[src/rtl/sdd_pkg.sv]
package sdd_pkg;

    localparam int NUM_CHARS  = 8;
    localparam int NUM_ROWS   = 5;
    localparam int NUM_COLS   = 5;
    localparam int FRAME_BITS = 8;
    localparam int LEVEL_W    = 3;
    localparam int MAX_LEVEL  = 6;

    localparam int CHAR_AW = $clog2(NUM_CHARS);
    localparam int ROW_AW  = $clog2(NUM_ROWS);
    localparam int CELLS   = NUM_CHARS * NUM_ROWS;
    localparam int CELL_AW = $clog2(CELLS + NUM_ROWS * 2);

    typedef logic [FRAME_BITS-1:0] frame_t;
    typedef logic [NUM_COLS-1:0]   cols_t;

    typedef enum logic [2:0] {
        K_NONE,
        K_ROW,
        K_ADDR,
        K_CLEAR,
        K_LEVEL,
        K_LAMP,
        K_SLEEP
    } kind_e;

    typedef struct packed {
        kind_e               kind;
        logic [ROW_AW-1:0]   row;
        cols_t               cols;
        logic [CHAR_AW-1:0]  chr;
        logic [LEVEL_W-1:0]  level;
    } cmd_t;

    // Payload bit 4 is the leftmost dot, so column i takes payload bit (COLS-1-i).
    function automatic cols_t mirror_cols(input cols_t p);
        cols_t m;
        for (int i = 0; i < NUM_COLS; i++) begin
            m[i] = p[NUM_COLS-1-i];
        end
        return m;
    endfunction

    function automatic cmd_t decode_frame(input frame_t f);
        cmd_t        c;
        logic [2:0]  opc;
        logic [4:0]  pay;
        opc     = f[7:5];
        pay     = f[4:0];
        c       = '0;
        c.kind  = K_NONE;
        c.row   = opc[ROW_AW-1:0];
        c.cols  = mirror_cols(pay);
        c.chr   = pay[CHAR_AW-1:0];
        c.level = pay[LEVEL_W-1:0];
        if (int'(opc) < NUM_ROWS) begin
            c.kind = K_ROW;
        end else if (opc == 3'b101) begin
            c.kind = K_ADDR;
        end else if (opc == 3'b110) begin
            if (pay == 5'd0) c.kind = K_CLEAR;
        end else if (pay[4]) begin
            if (!pay[3] && (int'(pay[2:0]) <= MAX_LEVEL)) c.kind = K_LEVEL;
            else if (pay[3:0] == 4'b1000)                 c.kind = K_LAMP;
            else if (pay[3:0] == 4'b1111)                 c.kind = K_SLEEP;
        end
        return c;
    endfunction

endpackage

[src/rtl/sdd_sync.sv]
module sdd_sync #(
    parameter int   STAGES  = 2,
    parameter logic RST_VAL = 1'b0
) (
    input  logic clk,
    input  logic rst,
    input  logic din,
    output logic dout
);
    logic [STAGES-1:0] chain;

    generate
        if (STAGES == 1) begin : g_single
            always_ff @(posedge clk) begin
                if (rst) chain <= RST_VAL;
                else     chain <= din;
            end
        end else begin : g_multi
            always_ff @(posedge clk) begin
                if (rst) chain <= {STAGES{RST_VAL}};
                else     chain <= {chain[STAGES-2:0], din};
            end
        end
    endgenerate

    assign dout = chain[STAGES-1];
endmodule

[src/rtl/sdd_frontend.sv]
module sdd_frontend
    import sdd_pkg::*;
#(
    parameter int SYNC_STAGES = 2
) (
    input  logic   clk,
    input  logic   rst,
    input  logic   sdclk,
    input  logic   sdata,
    input  logic   load,
    output frame_t frame,
    output logic   frame_end
);
    logic clk_s, dat_s, ld_s;
    logic clk_d, ld_d;
    logic shift_fire;

    sdd_sync #(.STAGES(SYNC_STAGES), .RST_VAL(1'b0)) u_sync_clk (
        .clk(clk), .rst(rst), .din(sdclk), .dout(clk_s));
    sdd_sync #(.STAGES(SYNC_STAGES), .RST_VAL(1'b0)) u_sync_dat (
        .clk(clk), .rst(rst), .din(sdata), .dout(dat_s));
    // Idle level of the strobe is high: reset it high so leaving reset is no edge.
    sdd_sync #(.STAGES(SYNC_STAGES), .RST_VAL(1'b1)) u_sync_ld (
        .clk(clk), .rst(rst), .din(load), .dout(ld_s));

    assign shift_fire = clk_s & ~clk_d & ~ld_s;

    always_ff @(posedge clk) begin
        if (rst) begin
            clk_d     <= 1'b0;
            ld_d      <= 1'b1;
            frame     <= '0;
            frame_end <= 1'b0;
        end else begin
            clk_d     <= clk_s;
            ld_d      <= ld_s;
            frame_end <= ld_s & ~ld_d;
            if (shift_fire) begin
                frame <= {dat_s, frame[FRAME_BITS-1:1]};
            end
        end
    end
endmodule

[src/rtl/sdd_store.sv]
module sdd_store
    import sdd_pkg::*;
(
    input  logic               clk,
    input  logic               rst,
    input  frame_t             frame,
    input  logic               frame_end,
    input  logic [CHAR_AW-1:0] rd_char,
    input  logic [ROW_AW-1:0]  rd_row,
    output cols_t              rd_cols,
    output logic [CHAR_AW-1:0] char_addr,
    output logic [LEVEL_W-1:0] bright_lvl,
    output logic               lamp_test,
    output logic               power_down,
    output logic               wr_en,
    output logic [CHAR_AW-1:0] wr_char,
    output logic [ROW_AW-1:0]  wr_row
);
    cols_t              mem [CELLS];
    cmd_t               cmd;
    logic [CELL_AW-1:0] wr_idx;
    logic [CELL_AW-1:0] rd_idx;

    assign cmd    = decode_frame(frame);
    assign wr_idx = CELL_AW'(char_addr) * CELL_AW'(NUM_ROWS) + CELL_AW'(cmd.row);
    assign rd_idx = CELL_AW'(rd_char) * CELL_AW'(NUM_ROWS) + CELL_AW'(rd_row);

    always_comb begin
        rd_cols = '0;
        if (int'(rd_row) < NUM_ROWS) rd_cols = mem[rd_idx];
    end

    always_ff @(posedge clk) begin
        if (rst) begin
            for (int i = 0; i < CELLS; i++) mem[i] <= '0;
            char_addr  <= '0;
            bright_lvl <= '0;
            lamp_test  <= 1'b0;
            power_down <= 1'b0;
            wr_en      <= 1'b0;
            wr_char    <= '0;
            wr_row     <= '0;
        end else begin
            wr_en <= 1'b0;
            if (frame_end) begin
                unique case (cmd.kind)
                    K_ROW: begin
                        mem[wr_idx] <= cmd.cols;
                        wr_en       <= 1'b1;
                        wr_char     <= char_addr;
                        wr_row      <= cmd.row;
                    end
                    K_ADDR:  char_addr <= cmd.chr;
                    K_CLEAR: for (int i = 0; i < CELLS; i++) mem[i] <= '0;
                    K_LEVEL: begin
                        bright_lvl <= cmd.level;
                        lamp_test  <= 1'b0;
                        power_down <= 1'b0;
                    end
                    K_LAMP:  lamp_test  <= 1'b1;
                    K_SLEEP: power_down <= 1'b1;
                    default: ;
                endcase
            end
        end
    end
endmodule

[src/rtl/sdd_cmd_decoder.sv]
module sdd_cmd_decoder
    import sdd_pkg::*;
#(
    parameter int SYNC_STAGES = 2
) (
    input  logic               clk,
    input  logic               rst,
    input  logic               sdclk,
    input  logic               sdata,
    input  logic               load,
    input  logic [CHAR_AW-1:0] rd_char,
    input  logic [ROW_AW-1:0]  rd_row,
    output logic [NUM_COLS-1:0] rd_cols,
    output logic [CHAR_AW-1:0] char_addr,
    output logic [LEVEL_W-1:0] bright_lvl,
    output logic               lamp_test,
    output logic               power_down,
    output logic               wr_en,
    output logic [CHAR_AW-1:0] wr_char,
    output logic [ROW_AW-1:0]  wr_row
);
    frame_t frame_q;
    logic   frame_end;

    sdd_frontend #(.SYNC_STAGES(SYNC_STAGES)) u_front (
        .clk       (clk),
        .rst       (rst),
        .sdclk     (sdclk),
        .sdata     (sdata),
        .load      (load),
        .frame     (frame_q),
        .frame_end (frame_end)
    );

    sdd_store u_store (
        .clk        (clk),
        .rst        (rst),
        .frame      (frame_q),
        .frame_end  (frame_end),
        .rd_char    (rd_char),
        .rd_row     (rd_row),
        .rd_cols    (rd_cols),
        .char_addr  (char_addr),
        .bright_lvl (bright_lvl),
        .lamp_test  (lamp_test),
        .power_down (power_down),
        .wr_en      (wr_en),
        .wr_char    (wr_char),
        .wr_row     (wr_row)
    );
endmodule

[config.mk]
export PLATFORM = sky130hd
export DESIGN_NAME = sdd_cmd_decoder
export DESIGN_NICKNAME = d
export VERILOG_FILES = /design/src/rtl/sdd_pkg.sv /design/src/rtl/sdd_sync.sv /design/src/rtl/sdd_frontend.sv /design/src/rtl/sdd_store.sv /design/src/rtl/sdd_cmd_decoder.sv
export SDC_FILE = /design/constraint.sdc
export NUM_CORES = 1
export LEC_CHECK = 0
export CORE_UTILIZATION = 35
export DETAILED_ROUTE_END_ITERATION = 10
export GPL_ROUTABILITY_DRIVEN = 1
export PLACE_DENSITY = 0.48
export SYNTH_ARGS = -nofsm -noshare
export SYNTH_HDL_FRONTEND = slang
export SYNTH_HIERARCHICAL = 1
export SYNTH_SLANG_ARGS = --single-unit
[constraint.sdc]
create_clock -name clk -period 5.8 [get_ports clk]
set_input_delay 0.58 -clock clk [delete_from_list [all_inputs] [get_ports clk]]
set_output_delay 0.58 -clock clk [all_outputs]
set_load 0.1 [all_outputs]
== After elaboration in Yosys (flattened, before gate mapping) ==
Memories as Yosys holds them, arrays and structs flattened.
Cells that the tools add are included.

* Register bits after elaboration: 32
* Latch bits: 0
* RAM bits: 200
* Memory bits (read-only): 0
* Input bits: 11
* Logic and storage cells: 153
* Memories kept: 1

* $add $sub $neg: 2
* Multipliers: 2
* Div/mod/pow operators: 0
* Order comparisons: 3
* Equality and inequality tests: 10
* Shift operators: 0
* Mux-type cells: 64
* Bitwise gates (word level): 46
* Reduce and logical (&&, ||, !) cells: 11

{| class="wikitable"
|+ Memories
! name !! words !! width !! read ports !! clocked after memory_dff !! wr ports !! RTL line !! text
|-
| u_store.mem || 40 || 5 || 1 || 0 || 40 || sdd_store.sv:19 || <nowiki>cols_t mem [CELLS];</nowiki>
|}

{| class="wikitable"
|+ Operators by type and width
! cell !! number
|-
| two-way mux 5 bit || 42
|-
| OR 1 bit || 40
|-
| two-way mux 3 bit || 7
|-
| == test 3 bit, second input constant || 5
|-
| adder 6 x 3 -> 6 bit || 2
|-
| multiplier 3 x 3 -> 6 bit, second input constant || 2
|-
| two-way mux 1 bit || 11
|-
| AND reduction 2 bit || 5
|-
| == test 4 bit, second input constant || 2
|-
| == test 3 x 2 -> 1 bit, second input constant || 2
|-
| < comparator 3 bit, second input constant || 2
|-
| two-way mux 6 bit || 1
|-
| zero test 5 bit || 1
|-
| OR reduction 5 bit || 1
|-
| one-hot mux 1 bit (2 select lines) || 2
|-
| nonzero test 2 bit || 2
|-
| AND 1 bit || 3
|-
| == test 3 x 1 -> 1 bit, second input constant || 1
|-
| less-or-equal comparator 3 bit, second input constant || 1
|-
| NOT 1 bit || 3
|-
| two-way mux 2 bit || 1
|-
| logical AND 1 bit || 1
|-
| zero test 1 bit || 1
|}

== Depth between registers and ports, before layout ==
Gate-level depths: netlist of the first run.

* Depth after elaboration: 15
* Depth in mapped cells: 11
* Mapped depth without buffers: 9

== By module ==
Netlist of the first run, hierarchy kept.

{| class="wikitable"
|+ Modules (own cells, without submodules)
! module !! instances !! cells each !! area each (µm²) !! seq. area each (µm²)
|-
| sdd_store || 1 || 1069 || 15942.8 || 9909.5
|-
| sdd_frontend || 1 || 35 || 412.9 || 220.2
|-
| sdd_sync || 3 || 4 || 52.6 || 40.0
|}

== Worst setup path after synthesis of the first run ==
No wires, ideal clock.

* Kind: input -> output
* From: input port rd_char[0]
* To: output port rd_cols[1]
* Arrival: 6119 ps
* Required time: 5220 ps
* Path slack: -899 ps
* Stages on the path: 10
* Buffers on the path: 2
* Cell sequence: ha_1 > ha_1 > inv_1 > fa_1 > clkbuf_1 > clkbuf_1 > nand2_1 > a22oi_1 > nor3b_1 > o311ai_0

* Longest elaborated chain between the ends: 4

{| class="wikitable"
|+ Ends and longest elaborated chain
! item !! RTL line !! text
|-
| start, declared || sdd_cmd_decoder.sv:11 || <nowiki>input logic [CHAR_AW-1:0] rd_char,</nowiki>
|-
| multiplier 3 x 3 -> 6 bit || sdd_store.sv:26 || <nowiki>assign rd_idx = CELL_AW'(rd_char) * CELL_AW'(NUM_ROWS) + CELL_AW'(rd_row);</nowiki>
|-
| adder 6 x 3 -> 6 bit || sdd_store.sv:26 ||
|-
| memory (40 x 5 bit) || n/a ||
|-
| two-way mux 5 bit || sdd_store.sv:30 || <nowiki>if (int'(rd_row) < NUM_ROWS) rd_cols = mem[rd_idx];</nowiki>
|-
| end, declared || sdd_cmd_decoder.sv:13 || <nowiki>output logic [NUM_COLS-1:0] rd_cols,</nowiki>
|}

Every way passes these cells.

== Worst setup path in the final report of the first run ==
* From: input port rd_char[0]
* To: output port rd_cols[0]

The elaborated chain is that of the path after synthesis.

==> summary.txt, run 1 <==
STA
  – Max-slew violations: 0
  – Least-Margin Pin Slew: 1.03 ns
  – TNS Setup: 0 ns
  – FMAX: 196 MHz
  – Final period util: 87.8%
  – Final Hold Fails: 0
  – Rel. slew slack: 31.1%
  – RSZ-0062 raised after global routing: false
  – Min cycle time layout: 5.09 ns
  – Skew final: around 0.018 ns
  – Final setup fails: 0

Floorplanning
  – Chip height: 219 um
  – Die W: 219 um
  – # rows: a little under 80
  – Overall die area: 48100 um^2
  – I/O pins: 31
  – Total core area: 46600 um^2
  – Starting density of the core: 35.5%

Finish
  – Nets: 1142
  – Area delta synth->final: 13.3%
  – Fill count: 4285
  – Antenna cell count: 0
  – Multi-input gate area: between 5000 and 6000 um^2
  – Seq. cell area: 10200 um^2
  – Fraction of layout cells with a size suffix above 1: 22.3%

Logic synthesis
  – Syn_nets: approximately 1.1k
  – Mean Syn Cell Area: 14.8 um^2
  – Share of Yosys cell area claimed by the top area cell type: 58.2%
  – #FFs+latches synth: 352
  – Post-synth ARST share: 0%
  – Primary FF master, synth: edfxtp_1
  – Synth Instances: 1116
  – Top cells by area, synth: edfxtp_1 58%, mux4_2 12%, nor3_1 5.2%
  – Synth unique cells: 64
  – Ys Warns: 6
  – Yosys top cell by area: edfxtp_1
  – Post-synth EDFFs: 320
  – Mapped cell area: roughly 17000 um^2
  – Post-synthesis sequential area ratio: 62.1%

Global route
  – Initial antenna violation count: 1
  – Met1 Usage GRT: 30.0%
  – Gr busiest metal: met2
  – Gr usage total: 20.5%
  – Largest net degree at the start of global routing: 113
  – Grt met2 use: a little under a third
  – First-pass GRT wire length: slightly above 70 mm
  – Total gr overflow: 0
  – Vias in the first global route: 10.1k
  – Met3 Resource Use GR: 2.86%

Power and ir drop
  – Pwr dens: 329 nW/um^2
  – Pleak: 5.95 nW
  – Maximum vdd ir drop: approximately 0.00021 V
  – Design Power: slightly above 6 mW

Clock network
  – CTS buffer count: 41
  – Clock buffer depth: 3
  – Hold bufs inserted after CTS: 0
  – Clock-pin transition on the worst setup and hold timing paths: 0.05 ns
  – Setup Buffers After CTS: 0
  – Clock Latency Late Sink: around 0.55 ns
  – Sink Count: 352
  – CTS tree: done
  – Cts repair resizes: 0
  – H-tree lvl count: 2
  – Clk Tree Root Cell: clkbuf_16

Setup path
  – CP max FO: 38
  – Critical path class: input port to output pin
  – Bufs and invs on worst path: 4
  – Kind of end point of the critical path: output pin
  – Worst Path Arrival: 4.51 ns
  – Critical path cell sequence: clkdlybuf4s50_1 -> ha_1 -> ha_1 -> inv_1 -> fa_2 -> inv_1 -> mux4_2 -> a22oi_1 -> o32ai_1 -> buf_12
  – Worst path depth: 10
  – R2R depth: 9
  – Kind of cell adding the most delay to the critical path: adder cells
  – Slowest stage delay, CP: between 1 and 1.5 ns
  – WP data required: around 5.2 ns
  – Slowest stage cell, crit path: fa_2
  – Worst setup SP type: input port

Place
  – Hpwl dp: 31.1 mm
  – Number of port buffers: 30
  – Routability cong.: between 0.8 and 0.9

Routing
  – Vias per cell: 5.78
  – # DRC: 0
  – Initial detailed-routing violation count: 1004
  – DR WL/cell: 27.6 um
  – Via Count: 10.1k
  – Initial DRT Pass Iterations: 5
  – Antenna Nets Post-Route: 0
  – WL final: 48.1 mm

Worst hold path
  – Hold depth: 1
  – Hold Path Class: flop to flop

Status
  – Status: completed

Job
  – Max-Cap Viols: 0
[cells in the final DEF, fill, tap and decap left out, types with 4 or more instances in the layout]
master / instances
edfxtp_1: 320
nor3_1: 170
mux4_2: 87
nand2_1: 67
nor3_2: 60
o31ai_1: 46
clkbuf_16: 41
dfxtp_1: 32
nand2b_1: 31
buf_4: 26
mux2i_1: 26
clkdlybuf4s50_1: 25
nor2_1: 24
ha_1: 16
clkbuf_1: 11
buf_12: 9
inv_1: 8
nand3_1: 8
a21oi_1: 8
nor2b_1: 7
a22oi_1: 7
clkinv_1: 6
nor3b_1: 6
bufinv_16: 5
clkinv_2: 4
o21ai_0: 4
and3_1: 4
nand4_1: 4
o21a_1: 4
[cell usage after synthesis (all sizes together) (3+ instances only)]
master	count
o32ai	3
a21o	3
a22oi	7
o31ai	47
and3	4
a211o	3
or2	4
nor2	24
mux2	3
nand3	9
nand2b	31
inv	8
nand2	67
nand3b	3
a41o	3
o21a	4
buf	62
o2111ai	3
or3b	4
nand4	4
dfxtp	32
o21ai	5
mux4	87
nor2b	7
nor3	230
a21oi	9
nor4	3
nor3b	7
clkbuf	46
edfxtp	320
mux2i	26
and3b	3
ha	18
[stage by stage]
step | utilization [%] | area [um^2] | hold slack, ns | setup slack [ns] | cells
after detailed placement | 37.4 | 17400 | 0.393 | 0.711 | 1675
after floorplan | - | 16500 | 0.373 | 0.133 | 1116
after CTS | 40.2 | 18700 | 0.407 | 0.713 | 1745
after global placement | 37.4 | 17400 | 0.392 | 0.762 | 1675
after global routing | 40.2 | 18700 | 0.419 | 0.544 | 1745
final | 40.2 | 18700 | 0.400 | 0.707 | 1745
[final cells by class]
type | count | share of cell area, %
Inverter | 8 | 0.161
Clock buffer | 52 | 5.71
Tap cell | 607 | 4.06
Multi-Input combinational cell | 648 | 30.8
Sequential cell | 352 | 54.8
Timing Repair Buffer | 60 | 3.35
Clock inverter | 18 | 1.16
[per-layer routing]
layer	wire length (um)	up-vias
met5	0	-
met4	1110	0
met3	2660	72
met2	22200	341
met1	22100	5262
li1	-	4412
[power breakdown]
group / leakage [nW] / internal [mW] / switching, mW
Combinational: 1.72 / 0.315 / 0.468
Clock: 0.618 / 1.52 / 1.02
Sequential: 3.62 / 2.80 / 0.0210
Total: 5.95 / 4.64 / 1.51
[worst reg2reg max path, cell delays in order, from the launching register on]
cell     delay (ns)
dfxtp_1        0.43
ha_1           0.27
ha_1           0.31
ha_1           0.29
a21o_1         0.16
a21oi_1        0.18
xnor2_1        0.16
or3b_4         0.69
buf_12         0.33
o31ai_1        0.89
[sequential cells by signal, indices dropped and copies added (netlist names), 2 cells and up]
| signal | count |
|---|---|
| u_store/wr_row | 3 |
| u_store/bright_lvl | 3 |
| u_front/u_sync_dat/chain | 2 |
| u_front/frame | 8 |
| u_store/wr_char | 3 |
| u_store/mem | 320 |
| u_front/u_sync_clk/chain | 2 |
| u_store/char_addr | 3 |
| u_front/u_sync_ld/chain | 2 |
[final timing paths]
kind | start | endpoint | slack [ns]
min reg2reg | u_front/ld_d | u_front/frame_end | 0.40
min | u_front/ld_d | u_front/frame_end | 0.40
max reg2reg | u_store/char_addr[2] | u_store/mem[37][4] | 1.73
max | rd_char[0] | rd_cols[0] | 0.71
[kinds of logic after synthesis]
group / count (synthesis) / share of synthesized area [%]
AO/OA/AOI/OAI: 100 / 4.53
XOR/XNOR: 4 / 0.258
adder cells (fa/ha/maj): 20 / 1.61
buffers and inverters: 116 / 3.53
flip-flops: 352 / 62.1
multiplexers: 116 / 13.6
AND/OR/NAND/NOR: 408 / 14.4
(Power assumes the default switching activity.)
==> inputs of run 2 (changes only) <==
--- a/config.mk
+++ b/config.mk
@@ -5,6 +5,7 @@
 export SDC_FILE = /design/constraint.sdc
 export NUM_CORES = 1
 export LEC_CHECK = 0
+export CORE_MARGIN = 8
 export CORE_UTILIZATION = 35
 export DETAILED_ROUTE_END_ITERATION = 10
 export GPL_ROUTABILITY_DRIVEN = 1
==> summary.txt, run 2 (synthesis results as in run 1) <==
Status
  – Status: completed

Power and ir drop
  – Maximum vdd ir drop: 0.000269 V (+28%)
  – Pleak: 5.93 nW (-0.38%)
  – Pwr dens: 324 nW/um^2 (-1.4%)

Finish
  – Area delta synth->final: 12.9%
  – Antenna cell count: 0 (unchanged)
  – Largest Register: u_store/mem
  – Largest register FFs: 320 (unchanged)
  – Top Registers: u_store/mem x320, u_front/frame x8
  – Fraction of layout cells with a size suffix above 1: 22.1% (-0.26 points)
  – Most frequent cells in the layout: 320 x edfxtp_1, 170 x nor3_1, 87 x mux4_2, 67 x nand2_1, 60 x nor3_2
  – Commonest non-fill, non-tap cell in the layout: edfxtp_1
  – Nets: 1143 (+0.088%)

STA
  – Final setup fails: 0 (unchanged)
  – RSZ-0062 raised after global routing: false
  – Rel. slew slack: 24.8% (-6.3 points)
  – Least-Margin Pin Slew: 1.12 ns (+0.0936 ns)
  – Skew final: 0.00818 ns (-0.0101 ns)
  – Final period util: 84.3% (-3.5 points)
  – Final Hold Fails: 0 (unchanged)
  – FMAX: 205 MHz (+4.2%)
  – Hold slack: 0.379 ns (-0.0211 ns)
  – TNS Setup: 0 ns (unchanged)
  – Max-slew violations: 0 (unchanged)
  – Min cycle time layout: 4.89 ns (-0.204 ns)

Setup path
  – Kind of end point of the critical path: output pin
  – Reg-to-reg slack, setup: 1.58 ns (-0.15 ns)
  – WP data required: 5.22 ns (about the same)
  – Worst Path Arrival: 4.31 ns (-0.20 ns)
  – Worst setup SP type: input port
  – Critical path class: input port to output pin
  – CP max FO: 25 (-34%)

Place
  – Number of port buffers: 30 (unchanged)
  – Hpwl dp: 31.1 mm (-0.15%)
  – Routability cong.: 0.879 (+3.7%)

Clock network
  – Setup Buffers After CTS: 0 (unchanged)
  – CTS tree: done
  – Clk Tree Root Cell: clkbuf_16
  – Cts repair resizes: 0 (unchanged)
  – Clock Latency Late Sink: 0.55 ns (about the same)
  – Clock buffer depth: 3 (unchanged)
  – Clock-pin transition on the worst setup and hold timing paths: 0.06 ns (about the same)
  – H-tree lvl count: 2 (unchanged)
  – Hold bufs inserted after CTS: 0 (unchanged)
  – CTS buffer count: 40 (-2.4%)
  – Sink Count: 352 (unchanged)

Routing
  – # DRC: 0 (unchanged)
  – Initial DRT Pass Iterations: 5 (unchanged)
  – Via Count: 9986 (-1.0%)
  – Vias per cell: 5.72 (-1.0%)
  – Antenna Nets Post-Route: 0 (unchanged)
  – WL final: 48.0 mm (-0.20%)
  – DR WL/cell: 27.5 um (-0.20%)
  – Initial detailed-routing violation count: 938 (-6.6%)

Global route
  – Vias in the first global route: 9987 (-1.2%)
  – First-pass GRT wire length: 70.9 mm (-0.27%)
  – Total gr overflow: 0 (unchanged)
  – Gr usage total: 17.7% (-2.8 points)
  – Largest net degree at the start of global routing: 84 (-26%)
  – Initial antenna violation count: 0 (-1)

Floorplanning
  – Total core area: 46600 um^2 (unchanged)
  – I/O pins: 31 (unchanged)
  – # rows: 79 (unchanged)
  – Overall die area: 54400 um^2 (+13%)
  – Starting density of the core: 35.5% (unchanged)
  – Die W: 233 um (+6.4%)
  – Chip height: 233 um (+6.4%)

Worst hold path
  – Hold Path Class: flop to flop

Job
  – Max-Cap Viols: 0 (unchanged)
run 2: layer usage:
metal  global-route usage, %  part of all wire (%)  up-vias
li1                        -                     -     4406
met1                    25.4                    46     5126
met2                    26.6                    45      368
met3                    3.89                   6.5       86
met4                    5.45                   2.9        0
met5                       0                     0        -
run 2: path summary, 6_finish.rpt:
check / from / to / cells past startpoint
worst min register to register: u_front/ld_d / u_front/frame_end / 1
worst min-delay path: u_front/ld_d / u_front/frame_end / 1
worst max-delay path: rd_char[0] / rd_cols[3] / 11
worst max register to register: u_front/frame[6] / u_store/mem[17][1] / 8
run 2: critical path, stage by stage:
cell	delay [ns]
clkdlybuf4s50_1	0.48
ha_1	0.33
ha_1	0.30
inv_1	0.06
fa_2	0.99
mux4_2	0.40
mux2i_1	0.30
a22oi_1	0.12
a22oi_1	0.28
o32ai_1	0.22
buf_12	0.22
run 2: power breakdown:
group / internal [mW] / total, mW / switching [mW] / leakage [nW]
Sequential: 2.80 / 2.82 / 0.0197 / 3.62
Combinational: 0.320 / 0.785 / 0.465 / 1.72
Clock: 1.42 / 2.43 / 1.01 / 0.592
run 2: final cells by class:
| cell class | instances | area, um^2 |
|---|---|---|
| Sequential cell | 352 | 10200 |
| Fill cell | 4257 | 27900 |
| Multi-Input combinational cell | 648 | 5750 |
| Tap cell | 607 | 759 |
| Clock buffer | 50 | 1060 |
| Inverter | 8 | 30.0 |
| Clock inverter | 18 | 155 |
| Timing Repair Buffer | 62 | 628 |
run 2: through the flow:
| step | power (mW) | worst slack (ns) | utilization (%) | instances | instance area (um^2) |
|---|---|---|---|---|---|
| finish | 6.04 | 0.911 | 40.0 | 1745 | 18600 |
| global route | 6.24 | 0.769 | 40.0 | 1745 | 18600 |
| CTS | 6.11 | 0.920 | 40.0 | 1745 | 18600 |
| detailed placement | 3.67 | 0.921 | 37.4 | 1677 | 17400 |
| global placement | 3.66 | 0.950 | 37.4 | 1677 | 17400 |
| floorplan | 3.40 | 0.133 | - | 1116 | 16500 |
